--- src/rtl/pw_pkg.sv ---
package pw_pkg;
    // Reference clock period in picoseconds
    localparam int unsigned REF_PERIOD_PS = 3750;
    // Default window limits in picoseconds
    localparam int unsigned DEF_LO_PS     = 2000;
    localparam int unsigned DEF_HI_PS     = 7000;
    // One second of reference cycles
    localparam int unsigned SECOND_CYCLES = 266_666_667;
endpackage

--- src/rtl/pw_interval.sv ---
module pw_interval #(
    parameter int FINE_W    = 12,
    parameter int CRS_W     = 8,
    parameter int PERIOD_PS = 3750,
    localparam int TX_W     = CRS_W + FINE_W + 2
) (
    input  logic [FINE_W-1:0] fine_start,
    input  logic [FINE_W-1:0] fine_stop,
    input  logic [CRS_W-1:0]  coarse,
    output logic [TX_W-1:0]   width
);
    logic [TX_W-1:0] span;

    always_comb begin
        // Two's-complement arithmetic: a too-large stop yields a negative value
        span  = TX_W'(coarse) * TX_W'(PERIOD_PS);
        width = TX_W'(fine_start) + span - TX_W'(fine_stop);
    end
endmodule

--- src/rtl/pw_window.sv ---
module pw_window #(
    parameter int TX_W  = 22,
    localparam int LIM_W = TX_W - 1
) (
    input  logic             meas_valid,
    input  logic [TX_W-1:0]  width,
    input  logic [LIM_W-1:0] lo,
    input  logic [LIM_W-1:0] hi,
    output logic             hit
);
    logic             neg;
    logic [LIM_W-1:0] mag;

    always_comb begin
        neg = width[TX_W-1];
        mag = width[LIM_W-1:0];
        hit = meas_valid && !neg && (mag >= lo) && (mag <= hi);
    end
endmodule

--- src/rtl/pw_gate_ctr.sv ---
module pw_gate_ctr #(
    parameter int LIM_W    = 21,
    parameter int CNT_W    = 16,
    parameter int GATE_W   = 32,
    parameter int DEF_GATE = 266_666_667,
    parameter int DEF_LO   = 2000,
    parameter int DEF_HI   = 7000
) (
    input  logic              clk,
    input  logic              rst_n,
    input  logic              hit,
    input  logic [LIM_W-1:0]  lim_lo,
    input  logic [LIM_W-1:0]  lim_hi,
    input  logic [GATE_W-1:0] gate_len,
    output logic [LIM_W-1:0]  lo_q,
    output logic [LIM_W-1:0]  hi_q,
    output logic [CNT_W-1:0]  count_out,
    output logic              count_valid
);
    localparam logic [CNT_W-1:0] CNT_MAX = {CNT_W{1'b1}};

    typedef struct packed {
        logic [GATE_W-1:0] tmr;
        logic [GATE_W-1:0] gate;
        logic [LIM_W-1:0]  lo;
        logic [LIM_W-1:0]  hi;
        logic [CNT_W-1:0]  run;
        logic [CNT_W-1:0]  out;
        logic              vld;
    } gate_st_t;

    gate_st_t st_d, st_q;
    logic     bound;

    always_comb begin
        st_d     = st_q;
        st_d.vld = 1'b0;
        bound    = (st_q.tmr >= st_q.gate - GATE_W'(1));
        if (bound) begin
            st_d.tmr  = '0;
            st_d.gate = (gate_len == '0) ? GATE_W'(1) : gate_len;
            st_d.lo   = lim_lo;
            st_d.hi   = lim_hi;
            st_d.out  = st_q.run;
            st_d.vld  = 1'b1;
            // a pulse in the closing cycle opens the new gate's count
            st_d.run  = hit ? CNT_W'(1) : '0;
        end else begin
            st_d.tmr = st_q.tmr + GATE_W'(1);
            if (hit && st_q.run != CNT_MAX)
                st_d.run = st_q.run + CNT_W'(1);
        end
    end

    always_ff @(posedge clk) begin
        if (!rst_n) begin
            st_q.tmr  <= '0;
            st_q.gate <= GATE_W'(DEF_GATE);
            st_q.lo   <= LIM_W'(DEF_LO);
            st_q.hi   <= LIM_W'(DEF_HI);
            st_q.run  <= '0;
            st_q.out  <= '0;
            st_q.vld  <= 1'b0;
        end else begin
            st_q <= st_d;
        end
    end

    assign lo_q        = st_q.lo;
    assign hi_q        = st_q.hi;
    assign count_out   = st_q.out;
    assign count_valid = st_q.vld;
endmodule

--- src/rtl/pw_window_counter.sv ---
module pw_window_counter #(
    parameter int FINE_W    = 12,
    parameter int CRS_W     = 8,
    parameter int CNT_W     = 16,
    parameter int GATE_W    = 32,
    parameter int DEF_GATE  = pw_pkg::SECOND_CYCLES,
    localparam int TX_W     = CRS_W + FINE_W + 2,
    localparam int LIM_W    = TX_W - 1
) (
    input  logic              clk,
    input  logic              rst_n,
    input  logic              meas_valid,
    input  logic [FINE_W-1:0] fine_start,
    input  logic [FINE_W-1:0] fine_stop,
    input  logic [CRS_W-1:0]  coarse,
    input  logic [LIM_W-1:0]  lim_lo,
    input  logic [LIM_W-1:0]  lim_hi,
    input  logic [GATE_W-1:0] gate_len,
    output logic [CNT_W-1:0]  count_out,
    output logic              count_valid
);
    logic [TX_W-1:0]  width_w;
    logic [LIM_W-1:0] lo_w;
    logic [LIM_W-1:0] hi_w;
    logic             hit_w;

    pw_interval #(
        .FINE_W    (FINE_W),
        .CRS_W     (CRS_W),
        .PERIOD_PS (pw_pkg::REF_PERIOD_PS)
    ) u_interval (
        .fine_start (fine_start),
        .fine_stop  (fine_stop),
        .coarse     (coarse),
        .width      (width_w)
    );

    pw_window #(
        .TX_W (TX_W)
    ) u_window (
        .meas_valid (meas_valid),
        .width      (width_w),
        .lo         (lo_w),
        .hi         (hi_w),
        .hit        (hit_w)
    );

    pw_gate_ctr #(
        .LIM_W    (LIM_W),
        .CNT_W    (CNT_W),
        .GATE_W   (GATE_W),
        .DEF_GATE (DEF_GATE),
        .DEF_LO   (pw_pkg::DEF_LO_PS),
        .DEF_HI   (pw_pkg::DEF_HI_PS)
    ) u_gate (
        .clk         (clk),
        .rst_n       (rst_n),
        .hit         (hit_w),
        .lim_lo      (lim_lo),
        .lim_hi      (lim_hi),
        .gate_len    (gate_len),
        .lo_q        (lo_w),
        .hi_q        (hi_w),
        .count_out   (count_out),
        .count_valid (count_valid)
    );
endmodule

--- config.mk ---
export PLATFORM = sky130hd
export DESIGN_NAME = pw_window_counter
export DESIGN_NICKNAME = d
export VERILOG_FILES = /design/src/rtl/pw_pkg.sv /design/src/rtl/pw_interval.sv /design/src/rtl/pw_window.sv /design/src/rtl/pw_gate_ctr.sv /design/src/rtl/pw_window_counter.sv
export SDC_FILE = /design/constraint.sdc
export NUM_CORES = 1
export LEC_CHECK = 0
export BUFFER_PORTS_ARGS = -buffer_cell sky130_fd_sc_hd__buf_4
export CAP_MARGIN = 20
export CORE_MARGIN = 5
export CORE_UTILIZATION = 60
export DETAILED_ROUTE_END_ITERATION = 12
export PLACE_DENSITY = 0.85
export SYNTH_ARGS = -nofsm -noshare
export SYNTH_HDL_FRONTEND = slang
export SYNTH_SLANG_ARGS = --single-unit
--- constraint.sdc ---
create_clock -name clk -period 11.6 [get_ports clk]
set_input_delay 2.32 -clock clk [delete_from_list [all_inputs] [get_ports clk]]
set_output_delay 2.32 -clock clk [all_outputs]
set_load 0.02 [all_outputs]
### After elaboration in Yosys (flattened, before gate mapping)

Cells that the tools add are included.

* output and inout bits: 17
* word-level logic and storage cells: 31
* bits in registers: 139
* input port bits: 109

* magnitude comparators: 3
* equal/unequal tests: 1
* reduce and logical (&&, ||, !) cells: 8
* muxes and demuxes: 5
* multipliers: 1
* bitwise gates (word level): 1
* $add $sub $neg: 5

Operators by type and width (number)
* adder 32 x 1 -> 32 bit, second input constant: 1
* >= comparator 32 bit: 1
* logical NOT 32 bit: 1
* two-way mux 16 bit: 2
* two-way mux 32 bit: 1
* subtractor 32 x 1 -> 32 bit, second input constant: 1
* subtractor 22 x 12 -> 22 bit: 1
* adder 12 x 20 -> 21 bit: 1
* >= comparator 21 bit: 1
* less-or-equal comparator 21 bit: 1
* multiplier 8 x 11 -> 19 bit, second input constant: 1
* adder 16 x 1 -> 16 bit, second input constant: 1
* != test 16 bit, second input constant: 1
* logical AND 1 bit: 4
* two-way mux 1 bit: 2
* nonzero test 2 bit: 1
* OR reduction 2 bit: 1
* logical NOT 1 bit: 1
* NOT 1 bit: 1

### Depth between registers and ports, before layout

Gate-level depths: netlist of the first run.

* word-level depth: 10
* depth in mapped cells: 36
* gate-level depth less buffers: 35

### Cells and area by module

From an unflattened synthesis of the first run, not the netlist that was laid out.

* cells, all modules: 1351
* area total of the unflattened synthesis: 11330.9 µm²

Modules (own cells, without submodules)
* pw_gate_ctr: times used 1, area an instance 7272.0 µm², cells each 857, seq. area each 2782.7 µm²
* pw_interval: times used 1, area an instance 3007.9 µm², cells each 350, seq. area each 0.0 µm²
* pw_window: times used 1, area an instance 1051.0 µm², cells each 144, seq. area each 0.0 µm²

### Worst setup path before layout of the first run

Ideal clock, no wire load.

* path kind: input-to-reg
* start: input port coarse[5]
* end: register u_gate.st_q[28] (netlist name)
* library setup time: 0.119 ns
* buffers on the path: 1
* arrival: 9.405 ns
* required time: 11.481 ns
* stages: 33
* setup slack: 2.076 ns
* cell sequence: ha_1 ha_1 inv_1 fa_1 inv_1 fa_1 ha_1 nor3b_2 nor2_1 xnor2_1 ha_1 a21o_1 nor4_1 nor2_1 xor2_1 ha_1 o21ai_0 nor2_1 a211oi_1 o211ai_1 mux2i_1 o22ai_1 xnor2_1 ha_1 a21o_1 a21o_1 a2111oi_0 o21ai_0 a21oi_1 and2_0 clkbuf_1 nand4_1 mux2i_1

* cells in the longest elaborated chain, start to end: 9
* elaborated cells on any way between the ends: 11
* classes of those cells: 2 x add/sub; 1 x mul; 2 x order compare; 6 x reduce/logical

RTL lines
* from (decl): line pw_window_counter.sv:15 `input logic [CRS_W-1:0] coarse,`
* multiplier 8 x 11 -> 19 bit *: line pw_interval.sv:16 `span = TX_W'(coarse) * TX_W'(PERIOD_PS);`
* adder 12 x 20 -> 21 bit *: line pw_interval.sv:17 `width = TX_W'(fine_start) + span - TX_W'(fine_stop);`
* subtractor 22 x 12 -> 22 bit *: line pw_interval.sv:17
* parallel branches: the longest is 3 deep, another holds >= comparator 21 bit
* logical AND 1 bit *: line pw_window.sv:17 `hit = meas_valid && !neg && (mag >= lo) && (mag <= hi);`
* logical AND 1 bit *: line pw_gate_ctr.sv:50 `if (hit && st_q.run != CNT_MAX)`
* nonzero test 2 bit (no line) *
* to (signal assigned): line pw_gate_ctr.sv:65 `st_q <= st_d;`
* to (decl): line pw_gate_ctr.sv:32 `gate_st_t st_d, st_q;`

Every way passes the cells marked *.
A chain may end at the register's enable or synchronous reset.

### Final worst setup path of the first run

* start: input port coarse[5]
* end: register u_gate.st_q[23] (netlist name)

Same word-level chain as after synthesis.

==> impl_metrics.csv, run 1 <==
group,metric,value,unit
floorplan,std_cell_rows,50,
yosys,synth_fp_nets,1582,
yosys,synth_ff_type,"dfxtp_1",
worst_setup_path,path_common_cell,"ha_1",
routing,viasPerCell,5.65,
global_route,pin_count_of_the_biggest_net_entering_global_routing,95,
routing,antenna_violating_nets_post_route,0,
worst_setup_path,timing.critical_path.fanout_max,14,
worst_setup_path,endpoint_kind,"flop",
clock_network,clock_path_buffers,2,
clock_network,htree_levels,4,
clock_network,cts_hold_buffers,0,
yosys,ys_top_cells_by_count,"ha_1, dfxtp_1, inv_1, nor2_1, mux2i_1",
clock_network,post_cts_buffers,0,
timing,final_max_slew_viol_count,0,
worst_setup_path,cp.arrival,10.59,ns
timing,fmax,97.0,MHz
power,total_power_density_per_cell_area,234,nW/µm²
timing,tns,0,ns
placement,half_perimeter_wire_length_after_detailed_placement,20.2,mm
run,maxCapViolCount,0,
yosys,synth.avg_cell_area,8.68,µm²
timing,grt_setup_unrepaired,"false",
yosys,synthDominantCellAreaShare,0.247,
yosys,synth_cell_types,77,
cells_and_area,syn_to_final_growth,14.3,%
clock_network,clockRootBuffer,"clkbuf_16",
worst_setup_path,sort_of_element_at_the_start_of_the_critical_path,"input pin",
yosys,synth_enable_flop_cells,0,
floorplan,die-area,21600,µm²
placement,gp_routability_congestion,0.906,
power,power_leakage,0.00551,µW
timing,final.min_clock_period,10.31,ns
routing,drt_pass1_iterations,4,
timing,hold_violations,0,
yosys,yosysSeqAreaShare,0.247,
floorplan,die_width,147,µm
floorplan,y_dimension_of_the_die,147,µm
power,maximum_vdd_drop,0.000249,V
clock_network,clock_latency_of_the_later_clocked_register_in_the_worst_skew_pair,0.43,ns
routing,dr_total_vias,9277,
timing,setup_viol,0,
timing,final_min_period_over_clock_period,0.889,
timing,slew_headroom,0.389,
floorplan,core-area,18600,µm²
timing,tightest_slew,0.908,ns
cells_and_area,layout.nets,1682,
clock_network,cts-buffers-inserted,17,
global_route,grt_pass1_vias,9267,
clock_network,total_clock_sinks,139,
global_route,globalRouteTotalUtil,0.238,
routing,postRouteWirelength,25.6,mm
yosys,ys_ff_latch,139,
yosys,netlist.top_cell.by_area,"dfxtp_1",
timing,setup_ws,1.29,ns
routing,detail_route.iter0.violations,455,
worst_setup_path,critPathSlowestCell,"and2_0",
cells_and_area,antenna_cells,0,
floorplan,floorplan.initialDensity,0.605,
timing,finClkSkew,0.0132,ns
routing,detail_route.wl_per_cell,15.6,µm
worst_setup_path,max_stage_delay,0.66,ns
floorplan,io-pin-count,126,
clock_network,clk_pin_slew,0.06,ns
clock_network,cts_tree,"yes",
yosys,synthArstFlopShare,0,
placement,placement.setup.worst_slack,0.997,ns
yosys,synth.yosys.warnings,0,
yosys,synth.area.top_cells,"dfxtp_1, ha_1, mux2i_1",
global_route,globalRouteOverflowTotal,0,
yosys,post_synth_inst_count,1296,
global_route,first_pass_grt_wire_length,43.0,mm
global_route,antenna_found_initial,0,
yosys,post_synth_instance_area,11200,µm²
cells_and_area,fill_cells,1448,
status,outcome,"complete, no violations",
routing,detail_route.drc_violations,0,
cells_and_area,post_route_cells_drive_above_1_share,0.141,
yosys,synthMostInstantiatedCell,"ha_1",
placement,buffer_ports.inserted,125,
hold_path,timing.hold.worst.class,"reg -> reg",
worst_setup_path,required,11.88,ns
worst_setup_path,crit_type,"in -> reg",
clock_network,ctsResizeCount,0,
power breakdown:
| group | internal, µW | leakage (µW) | switching, µW | total (µW) |
|---|---|---|---|---|
| combinational | 836 | 0.00411 | 1140 | 1980 |
| clock | 328 | 0.000281 | 225 | 552 |
| sequential | 481 | 0.00112 | 5.40 | 487 |
cells in the final DEF (no fill, tap or decap), types with 42 or more instances in the layout:
master / n
a21oi_1: 48
ha_1: 153
xor2_1: 42
mux2i_1: 84
inv_1: 118
xnor2_1: 61
nand2_1: 80
nor2b_1: 73
nor2_1: 101
dfxtp_1: 139
buf_4: 128
kinds of logic after synthesis:
group                    count (synthesis)  synth area share
AO/OA/AOI/OAI                          200             0.122
XOR/XNOR                               104            0.0823
adder cells (fa/ha/maj)                177             0.213
buffers and inverters                  165            0.0621
multiplexers                            84            0.0747
flip-flops                             139             0.247
AND/OR/NAND/NOR                        427             0.198
metal layers:
| metal | GRT usage | part of all wire | up-vias |
|---|---|---|---|
| li1 | - | - | 4686 |
| met1 | 0.298 | 0.44 | 4347 |
| met5 | 0 | 0 | - |
| met3 | 0.0481 | 0.039 | 56 |
| met4 | 0.0876 | 0.028 | 0 |
| met2 | 0.407 | 0.49 | 188 |
layout make-up:
cell class | instances | area [µm²] | area share
clock buffers | 19 | 443 | 0.0344
clock inverters | 13 | 156 | 0.0122
inverters | 118 | 443 | 0.0344
multi-input cells | 992 | 7780 | 0.605
flip-flops and latches | 139 | 2780 | 0.216
well taps | 234 | 293 | 0.0228
repair buffers | 128 | 961 | 0.0747
worst max-delay path: cells and delay by family:
| family | cells | cell delay (ns) |
|---|---|---|
| mux | 1 | 0.23 |
| fa+ha+maj | 8 | 2.88 |
| simple gates | 6 | 1.51 |
| xor+xnor | 3 | 0.53 |
| compound gates | 12 | 2.84 |
| buf+inv | 3 | 0.26 |
path summary, 6_finish.rpt:
check | slack (ns) | cells past startpoint | start | end
worst max-delay path | 1.29 | 33 | coarse[5] | u_gate.st_q[23]
worst min-delay path | 0.46 | 1 | u_gate.st_q[107] | u_gate.st_q[107]
worst max register to register | 5.55 | 21 | u_gate.st_q[77] | u_gate.st_q[28]
worst min register to register | 0.46 | 1 | u_gate.st_q[107] | u_gate.st_q[107]
state kept, by name (all words and copies together), names as in the netlist:
signal              count
u_gate.st_q            80
u_gate.hi_q            21
u_gate.count_out       16
u_gate.lo_q            21
u_gate.count_valid      1
stage by stage:
step / total power, µW / utilization / instance area, µm² / instances / hold slack [ns]
6_report: 3020 / 0.692 / 12900 / 1643 / 0.464
5_1_grt: 3290 / 0.692 / 12900 / 1643 / 0.487
4_1_cts: 3010 / 0.692 / 12900 / 1642 / 0.469
3_5_place_dp: 2440 / 0.659 / 12300 / 1610 / 0.456
3_3_place_gp: 2350 / 0.659 / 12300 / 1610 / 0.438
2_1_floorplan: 2000 / - / 11200 / 1296 / 0.426
(Power assumes the default switching activity.)
==> run 2: changes to the inputs <==
--- a/config.mk
+++ b/config.mk
@@ -7,10 +7,12 @@
 export LEC_CHECK = 0
 export BUFFER_PORTS_ARGS = -buffer_cell sky130_fd_sc_hd__buf_4
 export CAP_MARGIN = 20
+export CORE_ASPECT_RATIO = 2
 export CORE_MARGIN = 5
 export CORE_UTILIZATION = 60
 export DETAILED_ROUTE_END_ITERATION = 12
 export PLACE_DENSITY = 0.85
 export SYNTH_ARGS = -nofsm -noshare
 export SYNTH_HDL_FRONTEND = slang
+export SYNTH_HIERARCHICAL = 1
 export SYNTH_SLANG_ARGS = --single-unit
==> impl_metrics.csv, run 2 <==
group,metric,value,unit
clock_network,clock_path_buffers,2,
worst_setup_path,timing.critical_path.fanout_max,6,
placement,placement.setup.worst_slack,0.958,ns
routing,viasPerCell,5.67,
worst_setup_path,critPathSlowestCell,"o31ai_1",
timing,final_min_period_over_clock_period,0.885,
worst_setup_path,path_common_cell,"ha_1",
clock_network,ctsResizeCount,0,
global_route,globalRouteTotalUtil,0.257,
run,maxCapViolCount,0,
cells_and_area,final_cells,1666,
floorplan,std_cell_rows,71,
floorplan,die-area,21900,µm²
clock_network,cts_tree,"yes",
placement,buffer_ports.inserted,125,
timing,hold_violations,0,
yosys,yosysSeqAreaShare,0.246,
clock_network,clk_pin_slew,0.06,ns
routing,drt_pass1_iterations,5,
routing,detail_route.iter0.violations,335,
yosys,ys_ff_latch,139,
power,p_sw,1340,µW
worst_setup_path,cp.arrival,10.57,ns
cells_and_area,registers.top_by_ff_count,"u_gate/st_q",
cells_and_area,layout.nets,1683,
yosys,post_synth_inst_count,1351,
hold_path,timing.hold.worst.class,"reg -> reg",
floorplan,io-pin-count,126,
power,power_leakage,0.00611,µW
worst_setup_path,sort_of_element_at_the_start_of_the_critical_path,"input pin",
clock_network,clockRootBuffer,"clkbuf_16",
clock_network,clock_latency_of_the_later_clocked_register_in_the_worst_skew_pair,0.43,ns
timing,tns,0,ns
yosys,synth_fp_nets,1636,
yosys,synthMostInstantiatedCell,"nand2_1",
yosys,synth.area.top_cells,"dfxtp_1, ha_1, fa_1",
clock_network,htree_levels,4,
routing,antenna_violating_nets_post_route,0,
power,intPower,1690,µW
power,pwr-share-comb,0.644,
cells_and_area,leading_cell_type_in_the_layout_fill_and_taps_excluded,"nand2_1",
yosys,synth.avg_cell_area,8.39,µm²
yosys,synth_cell_types,80,
timing,finClkSkew,0.00725,ns
cells_and_area,syn_to_final_growth,11.6,%
power,sequential_group_share_of_total_power,0.159,
global_route,first_pass_grt_wire_length,44.6,mm
yosys,netlist.top_cell.by_area,"dfxtp_1",
routing,detail_route.drc_violations,0,
clock_network,cts_hold_buffers,0,
yosys,synth_enable_flop_cells,0,
timing,final.min_clock_period,10.27,ns
placement,gp_routability_congestion,0.881,
timing,setup_ws,1.33,ns
placement,post-place-cells,1634,
timing,slew_headroom,0.244,
power,power.switching_fraction,0.442,
yosys,post_synth_instance_area,11300,µm²
placement,half_perimeter_wire_length_after_detailed_placement,22.0,mm
cells_and_area,post_route_cells_drive_above_1_share,0.142,
worst_setup_path,endpoint_kind,"flop",
global_route,globalRouteOverflowTotal,0,
routing,postRouteWirelength,27.8,mm
status,outcome,"complete, no violations",
yosys,synth.yosys.warnings,6,
worst_setup_path,required,11.90,ns
cells_and_area,mostFrequentLayoutCells,"nand2_1, ha_1, dfxtp_1, inv_1, buf_4",
clock_network,cts-buffers-inserted,17,
power,total_power_density_per_cell_area,240,nW/µm²
timing,tightest_slew,1.13,ns
timing,hold_slack,0.460,ns
cells_and_area,antenna_cells,0,
timing,final_max_slew_viol_count,0,
yosys,ys_top_cells_by_count,"nand2_1, ha_1, dfxtp_1, inv_1, nor2_1",
power,power.share.clock,0.197,
yosys,synthArstFlopShare,0,
floorplan,die_width,107,µm
worst_setup_path,crit_type,"in -> reg",
yosys,synthDominantCellAreaShare,0.246,
floorplan,floorplan.initialDensity,0.604,
timing,setup_viol,0,
routing,detail_route.wl_per_cell,16.7,µm
global_route,antenna_found_initial,0,
cells_and_area,largest_register_ff_count,80,
cells_and_area,fill_cells,1525,
global_route,pin_count_of_the_biggest_net_entering_global_routing,84,
floorplan,y_dimension_of_the_die,204,µm
timing,grt_setup_unrepaired,"false",
global_route,grt_pass1_vias,9704,
clock_network,post_cts_buffers,0,
worst_setup_path,max_stage_delay,0.55,ns
clock_network,total_clock_sinks,139,
routing,dr_total_vias,9447,
floorplan,core-area,18700,µm²
timing,fmax,97.4,MHz
power,maximum_vdd_drop,0.000159,V
yosys,synth_ff_type,"dfxtp_1",
[run 2: critical path, delay by kind of cell]
kind / cells / cell delay [ns]
fa+ha+maj: 8 / 3.15
compound gates: 7 / 1.65
buf+inv: 5 / 0.42
simple gates: 11 / 2.53
xor+xnor: 3 / 0.49
[run 2: layout make-up]
type / instances / area (µm²) / area share
sequential: 139 / 2780 / 0.220
inverter: 136 / 510 / 0.0404
clock inverter: 14 / 205 / 0.0162
clock buffer: 18 / 439 / 0.0347
tap: 255 / 319 / 0.0252
multi-input combinational: 974 / 7420 / 0.586
timing repair buffer: 130 / 976 / 0.0771
[run 2: power groups by stage]
| stage | clock network [µW] | logic (µW) | registers, µW |
|---|---|---|---|
| 3_3_place_gp | 0 | 1870 | 493 |
| 4_1_cts | 605 | 1950 | 482 |
| 3_5_place_dp | 0 | 1920 | 493 |
| 5_1_grt | 626 | 2190 | 482 |
| 2_1_floorplan | 0 | 1500 | 492 |
| 6_report | 598 | 1960 | 482 |
[run 2: kinds of logic after synthesis]
| kind of cell | Yosys count | share of synthesized area |
|---|---|---|
| xor gates and xnor gates | 108 | 0.0848 |
| buffers and inverters | 238 | 0.101 |
| and+or+nand+nor | 471 | 0.201 |
| muxes | 65 | 0.0574 |
| DFF | 139 | 0.246 |
| adders and majority gates | 176 | 0.217 |
| AOI/OAI and AO/OA | 154 | 0.0936 |
[run 2: final timing paths]
check,startpoint,to,slack (ns),cells past startpoint
max,coarse[6],u_gate/st_q[32],1.33,34
max reg2reg,u_gate/st_q[77],u_gate/st_q[108],5.83,14
min reg2reg,u_gate/count_out[5],u_gate/count_out[5],0.46,2
min,u_gate/count_out[5],u_gate/count_out[5],0.46,2
[run 2: per-stage QoR]
step           area (µm²)  power [µW]  utilization
2_1_floorplan       11300        1990            -
3_3_place_gp        12000        2360        0.641
3_5_place_dp        12000        2410        0.641
4_1_cts             12700        3040        0.675
5_1_grt             12700        3300        0.675
6_report            12700        3040        0.675
[run 2: metal layers]
layer | routed length (µm) | part of all wire | GRT usage
met1 | 9340 | 0.34 | 0.236
met2 | 15500 | 0.56 | 0.510
met3 | 1150 | 0.041 | 0.0326
met4 | 1800 | 0.065 | 0.167
met5 | 0 | 0 | 0
